## config.mk

```make
export PLATFORM = sky130hd
export DESIGN_NAME = i2c_txlock_master
export DESIGN_NICKNAME = d
export VERILOG_FILES = /design/src/rtl/i2c_wm_pkg.sv /design/src/rtl/i2c_wm_tick.sv /design/src/rtl/i2c_wm_regs.sv /design/src/rtl/i2c_wm_engine.sv /design/src/rtl/i2c_txlock_master.sv
export SDC_FILE = /design/constraint.sdc
export NUM_CORES = 1
export LEC_CHECK = 0
export ABC_AREA = 1
export BUFFER_PORTS_ARGS = -buffer_cell sky130_fd_sc_hd__buf_2
export CAP_MARGIN = 20
export CORE_MARGIN = 3
export CORE_UTILIZATION = 50
export DETAILED_ROUTE_END_ITERATION = 8
export GPL_TIMING_DRIVEN = 0
export PLACE_DENSITY_LB_ADDON = 0.05
export SKIP_LAST_GASP = 1
export SLEW_MARGIN = 20
export SYNTH_ARGS = -nofsm -noshare
export SYNTH_HDL_FRONTEND = slang
export SYNTH_HIERARCHICAL = 1
export SYNTH_SLANG_ARGS = --single-unit
```

## constraint.sdc

```tcl
create_clock -name clk_i -period 2.1 [get_ports clk_i]
set_clock_uncertainty 0.05 [all_clocks]
set_input_delay 0.105 -clock clk_i [delete_from_list [all_inputs] [get_ports clk_i]]
set_output_delay 0.105 -clock clk_i [all_outputs]
set_load 0.01 [all_outputs]
```

## src/rtl/i2c_wm_pkg.sv

```systemverilog
package i2c_wm_pkg;
  typedef enum logic [2:0] {ST_IDLE, ST_START, ST_BIT, ST_ACK, ST_STOP} eng_st_e;

  localparam int unsigned STAT_W      = 3;
  localparam int unsigned STAT_TXRDY  = 0;
  localparam int unsigned STAT_TXCOMP = 1;
  localparam int unsigned STAT_NACK   = 2;

  localparam logic [1:0] ADDR_CTRL  = 2'd0;
  localparam logic [1:0] ADDR_SADDR = 2'd1;
  localparam logic [1:0] ADDR_THR   = 2'd2;
  localparam logic [1:0] ADDR_IMR   = 2'd3;

  localparam int unsigned CTRL_LOCK_EN  = 0;
  localparam int unsigned CTRL_LOCK_CLR = 1;
endpackage

```

## src/rtl/i2c_wm_tick.sv

```systemverilog
module i2c_wm_tick #(
  parameter int unsigned QTR_DIV = 4
) (
  input  logic clk_i,
  input  logic rst_ni,
  input  logic en_i,
  output logic tick_o
);
  generate
    if (QTR_DIV <= 1) begin : g_full_rate
      assign tick_o = en_i;
    end else begin : g_div
      localparam int unsigned CW = $clog2(QTR_DIV);
      localparam logic [CW-1:0] CNT_MAX = CW'(QTR_DIV - 1);
      logic [CW-1:0] cnt_q;

      always_ff @(posedge clk_i or negedge rst_ni) begin
        if (!rst_ni)                        cnt_q <= '0;
        else if (!en_i || cnt_q == CNT_MAX) cnt_q <= '0;
        else                                cnt_q <= cnt_q + 1'b1;
      end

      assign tick_o = en_i && (cnt_q == CNT_MAX);
    end
  endgenerate
endmodule

```

## src/rtl/i2c_wm_regs.sv

```systemverilog
module i2c_wm_regs
  import i2c_wm_pkg::*;
#(
  parameter int unsigned DATA_W = 8
) (
  input  logic              clk_i,
  input  logic              rst_ni,
  input  logic              reg_we_i,
  input  logic [1:0]        reg_addr_i,
  input  logic [DATA_W-1:0] reg_wdata_i,
  input  logic              stat_rd_i,
  input  logic              ev_start_i,
  input  logic              ev_load_i,
  input  logic              ev_nack_i,
  input  logic              ev_done_i,
  output logic              thr_full_o,
  output logic [DATA_W-1:0] thr_data_o,
  output logic [DATA_W-2:0] saddr_o,
  output logic              locked_o,
  output logic [STAT_W-1:0] stat_o,
  output logic              irq_o
);
  logic              thr_full_q, lock_en_q, locked_q, nack_q, txcomp_q;
  logic [DATA_W-1:0] thr_data_q;
  logic [DATA_W-2:0] saddr_q;
  logic [STAT_W-1:0] imr_q, stat_w;
  logic              wr_ctrl, wr_saddr, wr_thr, wr_imr;

  assign wr_ctrl  = reg_we_i && (reg_addr_i == ADDR_CTRL);
  assign wr_saddr = reg_we_i && (reg_addr_i == ADDR_SADDR);
  assign wr_thr   = reg_we_i && (reg_addr_i == ADDR_THR);
  assign wr_imr   = reg_we_i && (reg_addr_i == ADDR_IMR);

  always_ff @(posedge clk_i or negedge rst_ni) begin
    if (!rst_ni) begin
      thr_full_q <= 1'b0;
      thr_data_q <= '0;
      saddr_q    <= '0;
      imr_q      <= '0;
      lock_en_q  <= 1'b0;
      locked_q   <= 1'b0;
      nack_q     <= 1'b0;
      txcomp_q   <= 1'b1;
    end else begin
      if (wr_saddr) saddr_q <= reg_wdata_i[DATA_W-2:0];
      if (wr_imr)   imr_q   <= reg_wdata_i[STAT_W-1:0];
      if (wr_ctrl)  lock_en_q <= reg_wdata_i[CTRL_LOCK_EN];
      // a write into a full holding register is dropped; a fresh write survives a flush
      if (wr_thr && !thr_full_q) begin
        thr_full_q <= 1'b1;
        thr_data_q <= reg_wdata_i;
      end else if (ev_load_i || ev_nack_i) begin
        thr_full_q <= 1'b0;
      end
      if (ev_nack_i)      nack_q <= 1'b1;
      else if (stat_rd_i) nack_q <= 1'b0;
      if (ev_nack_i || ev_done_i) txcomp_q <= 1'b1;
      else if (ev_start_i)        txcomp_q <= 1'b0;
      if (ev_nack_i && lock_en_q)                  locked_q <= 1'b1;
      else if (wr_ctrl && reg_wdata_i[CTRL_LOCK_CLR]) locked_q <= 1'b0;
    end
  end

  assign stat_w[STAT_TXRDY]  = !thr_full_q;
  assign stat_w[STAT_TXCOMP] = txcomp_q;
  assign stat_w[STAT_NACK]   = nack_q;

  assign stat_o     = stat_w;
  assign irq_o      = |(stat_w & imr_q);
  assign thr_full_o = thr_full_q;
  assign thr_data_o = thr_data_q;
  assign saddr_o    = saddr_q;
  assign locked_o   = locked_q;

  p_load_frees_r3: assert property (@(posedge clk_i) disable iff (!rst_ni)
    ev_load_i |=> !thr_full_q);

  p_start_clears_r5: assert property (@(posedge clk_i) disable iff (!rst_ni)
    ev_start_i |=> !txcomp_q);

  p_nack_flags_r6: assert property (@(posedge clk_i) disable iff (!rst_ni)
    (ev_nack_i && !wr_thr) |=> (nack_q && txcomp_q && !thr_full_q));

  p_read_clears_r9: assert property (@(posedge clk_i) disable iff (!rst_ni)
    (stat_rd_i && !ev_nack_i) |=> !nack_q);

  p_nack_wins_r9: assert property (@(posedge clk_i) disable iff (!rst_ni)
    ev_nack_i |=> nack_q);

  p_irq_nack_r10: assert property (@(posedge clk_i) disable iff (!rst_ni)
    (nack_q && imr_q[STAT_NACK]) |-> irq_o);

  p_irq_quiet_r10: assert property (@(posedge clk_i) disable iff (!rst_ni)
    (imr_q == '0) |-> !irq_o);
endmodule

```

## src/rtl/i2c_wm_engine.sv

```systemverilog
module i2c_wm_engine
  import i2c_wm_pkg::*;
#(
  parameter int unsigned DATA_W  = 8,
  parameter int unsigned QTR_DIV = 4
) (
  input  logic              clk_i,
  input  logic              rst_ni,
  input  logic              thr_full_i,
  input  logic [DATA_W-1:0] thr_data_i,
  input  logic [DATA_W-2:0] saddr_i,
  input  logic              locked_i,
  input  logic              sda_i,
  output logic              ev_start_o,
  output logic              ev_load_o,
  output logic              ev_nack_o,
  output logic              ev_done_o,
  output logic              scl_low_o,
  output logic              sda_low_o
);
  localparam int unsigned BCW = $clog2(DATA_W);
  localparam logic [BCW-1:0] BIT_TOP = BCW'(DATA_W - 1);

  eng_st_e           st_q, st_d;
  logic [1:0]        qph_q, qph_d;
  logic [BCW-1:0]    bit_q, bit_d;
  logic [DATA_W-1:0] sh_q, sh_d;
  logic              sda_hi_q, sda_hi_d;
  logic              scl_low_q, scl_low_d, sda_low_q, sda_low_d;
  logic              tick;

  i2c_wm_tick #(.QTR_DIV(QTR_DIV)) u_tick (
    .clk_i (clk_i),
    .rst_ni(rst_ni),
    .en_i  (st_q != ST_IDLE),
    .tick_o(tick)
  );

  // each bit is four quarters; line levels are registered for the quarter being entered
  always_comb begin
    st_d       = st_q;
    qph_d      = qph_q;
    bit_d      = bit_q;
    sh_d       = sh_q;
    sda_hi_d   = sda_hi_q;
    scl_low_d  = scl_low_q;
    sda_low_d  = sda_low_q;
    ev_start_o = 1'b0;
    ev_load_o  = 1'b0;
    ev_nack_o  = 1'b0;
    ev_done_o  = 1'b0;
    if (st_q == ST_IDLE) begin
      if (thr_full_i && !locked_i) begin
        st_d       = ST_START;
        qph_d      = 2'd0;
        bit_d      = BIT_TOP;
        sh_d       = {saddr_i, 1'b0};
        ev_start_o = 1'b1;
      end
    end else if (tick) begin
      qph_d = qph_q + 2'd1;
      unique case (st_q)
        ST_START: begin
          case (qph_q)
            2'd0:    sda_low_d = 1'b1;
            2'd2:    scl_low_d = 1'b1;
            2'd3:    st_d = ST_BIT;
            default: ;
          endcase
        end
        ST_BIT: begin
          case (qph_q)
            2'd0: sda_low_d = !sh_q[DATA_W-1];
            2'd1: scl_low_d = 1'b0;
            2'd3: begin
              scl_low_d = 1'b1;
              sh_d      = {sh_q[DATA_W-2:0], 1'b0};
              if (bit_q == '0) st_d = ST_ACK;
              else             bit_d = bit_q - 1'b1;
            end
            default: ;
          endcase
        end
        ST_ACK: begin
          case (qph_q)
            2'd0: sda_low_d = 1'b0;
            2'd1: scl_low_d = 1'b0;
            2'd2: sda_hi_d  = sda_i;
            2'd3: begin
              scl_low_d = 1'b1;
              if (sda_hi_q) begin
                ev_nack_o = 1'b1;
                st_d      = ST_STOP;
              end else if (thr_full_i) begin
                ev_load_o = 1'b1;
                sh_d      = thr_data_i;
                bit_d     = BIT_TOP;
                st_d      = ST_BIT;
              end else begin
                st_d = ST_STOP;
              end
            end
            default: ;
          endcase
        end
        ST_STOP: begin
          case (qph_q)
            2'd0: sda_low_d = 1'b1;
            2'd1: scl_low_d = 1'b0;
            2'd2: sda_low_d = 1'b0;
            2'd3: begin
              st_d      = ST_IDLE;
              ev_done_o = 1'b1;
            end
            default: ;
          endcase
        end
        default: ;
      endcase
    end
  end

  always_ff @(posedge clk_i or negedge rst_ni) begin
    if (!rst_ni) begin
      st_q      <= ST_IDLE;
      qph_q     <= 2'd0;
      bit_q     <= '0;
      sh_q      <= '0;
      sda_hi_q  <= 1'b1;
      scl_low_q <= 1'b0;
      sda_low_q <= 1'b0;
    end else begin
      st_q      <= st_d;
      qph_q     <= qph_d;
      bit_q     <= bit_d;
      sh_q      <= sh_d;
      sda_hi_q  <= sda_hi_d;
      scl_low_q <= scl_low_d;
      sda_low_q <= sda_low_d;
    end
  end

  assign scl_low_o = scl_low_q;
  assign sda_low_o = sda_low_q;

  p_sda_edges_r11: assert property (@(posedge clk_i) disable iff (!rst_ni)
    (!scl_low_q && !$past(scl_low_q) && (sda_low_q != $past(sda_low_q)))
      |-> (st_q == ST_START || st_q == ST_STOP));

  p_locked_idle_r8: assert property (@(posedge clk_i) disable iff (!rst_ni)
    (st_q == ST_IDLE && locked_i) |=> (st_q == ST_IDLE));

  p_idle_released_r11: assert property (@(posedge clk_i) disable iff (!rst_ni)
    (st_q == ST_IDLE) |-> (!scl_low_q && !sda_low_q));
endmodule

```

## src/rtl/i2c_txlock_master.sv

```systemverilog
module i2c_txlock_master
  import i2c_wm_pkg::*;
#(
  parameter int unsigned DATA_W  = 8,
  parameter int unsigned QTR_DIV = 4
) (
  input  logic              clk_i,
  input  logic              rst_ni,
  input  logic              reg_we_i,
  input  logic [1:0]        reg_addr_i,
  input  logic [DATA_W-1:0] reg_wdata_i,
  input  logic              stat_rd_i,
  output logic [STAT_W-1:0] stat_o,
  output logic              dma_req_o,
  output logic              irq_o,
  output logic              scl_oe_o,
  output logic              sda_oe_o,
  input  logic              sda_i
);
  localparam int unsigned ADDR_W = DATA_W - 1;

  logic              thr_full, locked;
  logic [DATA_W-1:0] thr_data;
  logic [ADDR_W-1:0] saddr;
  logic              ev_start, ev_load, ev_nack, ev_done;
  logic [STAT_W-1:0] stat;

  i2c_wm_regs #(.DATA_W(DATA_W)) u_regs (
    .clk_i      (clk_i),
    .rst_ni     (rst_ni),
    .reg_we_i   (reg_we_i),
    .reg_addr_i (reg_addr_i),
    .reg_wdata_i(reg_wdata_i),
    .stat_rd_i  (stat_rd_i),
    .ev_start_i (ev_start),
    .ev_load_i  (ev_load),
    .ev_nack_i  (ev_nack),
    .ev_done_i  (ev_done),
    .thr_full_o (thr_full),
    .thr_data_o (thr_data),
    .saddr_o    (saddr),
    .locked_o   (locked),
    .stat_o     (stat),
    .irq_o      (irq_o)
  );

  i2c_wm_engine #(.DATA_W(DATA_W), .QTR_DIV(QTR_DIV)) u_engine (
    .clk_i     (clk_i),
    .rst_ni    (rst_ni),
    .thr_full_i(thr_full),
    .thr_data_i(thr_data),
    .saddr_i   (saddr),
    .locked_i  (locked),
    .sda_i     (sda_i),
    .ev_start_o(ev_start),
    .ev_load_o (ev_load),
    .ev_nack_o (ev_nack),
    .ev_done_o (ev_done),
    .scl_low_o (scl_oe_o),
    .sda_low_o (sda_oe_o)
  );

  assign stat_o    = stat;
  assign dma_req_o = stat[STAT_TXRDY];

  p_dma_follows_r3: assert property (@(posedge clk_i) disable iff (!rst_ni)
    (reg_we_i && reg_addr_i == ADDR_THR && dma_req_o) |=> !dma_req_o);
endmodule

```

==> results.py <==
metrics = {
    "outcome": {
        "outcome": "completed",
    },
    "global_route": {
        "grt_pass1_wl_um": 8970,
        "grt_util_all_layers_pct": 18.78,
        "antenna_found_initial": 0,
        "grt_max_degree": 45,
        "grt-ovfl-total": 0,
        "grt_pass1_vias": 2058,
    },
    "timing": {
        "hold_viol_final": 0,
        "period_share_pct": 90.04,
        "worst_pin_slew_ps": 546.2,
        "setup_viol": 0,
        "tns_ps": 0,
        "final.min_clock_period_ps": 1891,
        "slew_headroom_pct": 63.59,
        "fmax_mhz": 528.8,
        "slew_viol_final": 0,
        "grt_setup_unrepaired": "false",
    },
    "yosys": {
        "yosys_warnings": 6,
        "synth.yosys.seq_area_share_pct": 43.84,
        "synthesis.area_um2": 2517,
        "yosys.area.top_type": "dfrtp_1",
        "ys.flop_type": "dfrtp_1",
        "syn_area_per_cell_um2": 7.448,
        "ys_async_sr_fraction_pct": 100.0,
        "synth_nets": 360,
        "ys_types": 27,
        "synth_top_area_share_pct": 41.75,
        "synth_area_leaders": "dfrtp_1, nand2_1, inv_1",
        "synth_cells": 338,
        "ys_ff_latch": 44,
        "synth_edf_count": 0,
    },
    "placed_design": {
        "dpl.hpwl_um": 3666,
        "gp_congestion": 0.7884,
        "port_buffers": 21,
    },
    "critical_path": {
        "cp_data_required_time_ps": 2250,
        "r2r-end": "u_engine/st_q[2]$_DFFE_PN0P_",
        "critPathKind": "flip-flop to flip-flop",
        "cp-end-kind": "flip-flop",
        "critPathMaxFanout": 11,
        "start_kind": "flip-flop",
        "r2r_slack_ps": 210,
        "r2r_cells": 13,
        "r2r_start": "u_engine/st_q[2]$_DFFE_PN0P_",
        "worstPathArrival_ps": 2040,
    },
    "cts": {
        "htree_num_levels": 2,
        "cts_tree": "yes",
        "path_clk_slew_ps": 90,
        "cts_setup_buffers": 0,
        "cts_buffers": 5,
        "cts_sinks": 44,
        "ctsRootBufferMaster": "clkbuf_8",
        "clock_latency_ps": 300,
        "clock_path_buffers": 2,
    },
    "detailed_routing": {
        "post-route-drc-count": 0,
        "drt_first_pass_iters": 4,
        "num_vias": 2101,
        "ant_nets": 0,
        "drt_wl_total_um": 5022,
        "vias_per_cell": 4.743,
        "wl_per_cell_um": 11.34,
        "initialDrtViolationCount": 99,
    },
    "layout": {
        "area_growth_pct": 16.10,
        "num_antenna_cells": 0,
        "drive_above_1_share_pct": 18.09,
        "fill_cells": 447,
        "nNetsFinal": 397,
    },
    "die": {
        "start_util_pct": 52.60,
        "die_h_um": 76.96,
        "die_w_um": 76.96,
        "die_area_um2": 5922,
        "num_io_pins": 22,
        "rows": 25,
        "fp.coreArea_um2": 4786,
    },
    "min_path": {
        "hp-start": "reg_wdata_i[1]",
        "min_to": "u_regs/imr_q[1]$_DFFE_PN0P_",
        "hold_depth": 3,
        "hold_path_class": "input port to flip-flop",
    },
    "pwr": {
        "power_mw": 3.183,
        "p_leak_nw": 1.616,
        "p_per_area_nw_per_um2": 1089,
        "vdd_drop_max_mv": 0.5291,
    },
    "run": {
        "maxCapViolations": 0,
    },
}
[stage by stage]
stage	setup slack [ps]	instance area, um2	utilization (%)	std cells	hold WS [ps]
after detailed placement	107.2	2706	56.55	426	264.8
after CTS	89.73	2912	60.84	443	2.279
after global placement	109.5	2706	56.55	426	242.7
final	209.1	2923	61.07	443	9.697
after global routing	18.78	2923	61.07	443	21.77
after floorplan	387.3	2517	-	338	-240.6
[report_power, final]
| part | total (mW) | leakage (nW) | internal [mW] | switching (mW) |
|---|---|---|---|---|
| sequential | 1.17 | 0.561 | 1.04 | 0.138 |
| clock | 0.668 | 0.0548 | 0.358 | 0.310 |
| combinational | 1.34 | 1.00 | 0.469 | 0.871 |
[critical path, cell delays in order (launching register included)]
cell      delay (ps)
dfrtp_1          330
clkbuf_4         200
inv_2             90
nand2_2          130
buf_4            190
nand2_1           60
inv_1             80
inv_1             60
nand2_1          110
nand2_1           80
nor2_2           170
nand2_1          120
nand2_1           70
nand2_1           50
[layout by cell type, fill, tap and decap left out, types with 2 or more instances in the layout]
| master | instances |
|---|---|
| o21ai_2 | 7 |
| inv_1 | 50 |
| nor3_1 | 2 |
| nor2_4 | 5 |
| buf_4 | 5 |
| o21ai_0 | 22 |
| nand2_2 | 5 |
| nor2_2 | 4 |
| ha_1 | 7 |
| buf_6 | 2 |
| dfrtp_1 | 41 |
| dlygate4sd3_1 | 9 |
| dfstp_2 | 2 |
| buf_2 | 20 |
| nor2_1 | 14 |
| clkbuf_8 | 5 |
| nand2_1 | 125 |
| nand3_1 | 32 |
| inv_2 | 4 |
[cells in the mapped netlist, types with 4 or more instances]
cell type and n:
dfrtp_1 42, ha_1 7, inv_1 50, inv_2 4, nand2_1 125, nand2_2 5, nand3_1 32, nor2_1 15
nor2_4 5, o21ai_0 22, o21ai_2 7
[state kept, by name, indices dropped and copies added, names as in the netlist, 2 cells and up]
register                     flops
u_regs/thr_data_o                8
u_engine/st_q                    3
u_engine/u_tick/g_div.cnt_q      2
u_regs/saddr_o                   7
u_regs/imr_q                     3
u_engine/bit_q                   3
u_engine/qph_q                   2
u_engine/sh_q                    8
[metal layers]
metal	track usage, %	share of wire (%)	vias to the layer above
met2	31.97	47	22
met4	5.435	1.2	0
met3	3.521	2.2	7
met5	0	0	-
li1	-	-	1110
met1	24.28	49	962
[kinds of logic (layout without fill, tap and decap cells)]
logic type                 after synthesis  after routing  synth area share (%)
and+or+nand+nor                        193            193                 34.59
buffers and inverters                   61             99                 10.24
DFF                                     44             44                 43.84
AOI/OAI and AO/OA                       32             32                 7.505
adders and majority gates                7              7                 3.479
xor gates and xnor gates                 1              1                0.3480
[final cells by class]
| cell class | instances | area [um2] | area share (%) |
|---|---|---|---|
| multi-input cells | 233 | 1159 | 39.64 |
| flip-flops and latches | 44 | 1105 | 37.80 |
| inverters | 54 | 202.7 | 6.935 |
| repair buffers | 30 | 197.7 | 6.764 |
| well taps | 67 | 83.83 | 2.868 |
| clock buffers | 5 | 68.82 | 2.354 |
| plain buffers | 7 | 60.06 | 2.055 |
| clock inverters | 3 | 46.29 | 1.584 |
[worst max-delay path by stage]
stage / start / endpoint / slack (ps) / cells after the start
finish: u_engine/st_q[2]$_DFFE_PN0P_ / u_engine/st_q[2]$_DFFE_PN0P_ / 210 / 13
global route: u_engine/st_q[2]$_DFFE_PN0P_ / u_engine/sh_q[5]$_DFFE_PN0P_ / 20 / 12
CTS: u_engine/st_q[2]$_DFFE_PN0P_ / u_engine/bit_q[1]$_DFFE_PN0P_ / 90 / 13
detailed placement: u_engine/st_q[2]$_DFFE_PN0P_ / u_engine/bit_q[1]$_DFFE_PN0P_ / 110 / 13
global placement: u_engine/st_q[2]$_DFFE_PN0P_ / u_engine/bit_q[0]$_DFFE_PN0P_ / 110 / 13
floorplan: u_engine/st_q[2]$_DFFE_PN0P_ / u_engine/bit_q[0]$_DFFE_PN0P_ / 390 / 13
[repair_timing]
action / 4_1_cts / 5_1_grt
setup endpoints to repair: 0 / 15
hold endpoints to repair: 53 / 0
gates resized for setup: 0 / 5
hold buffers: 9 / 0
Power figures use the tool's default switching activity.
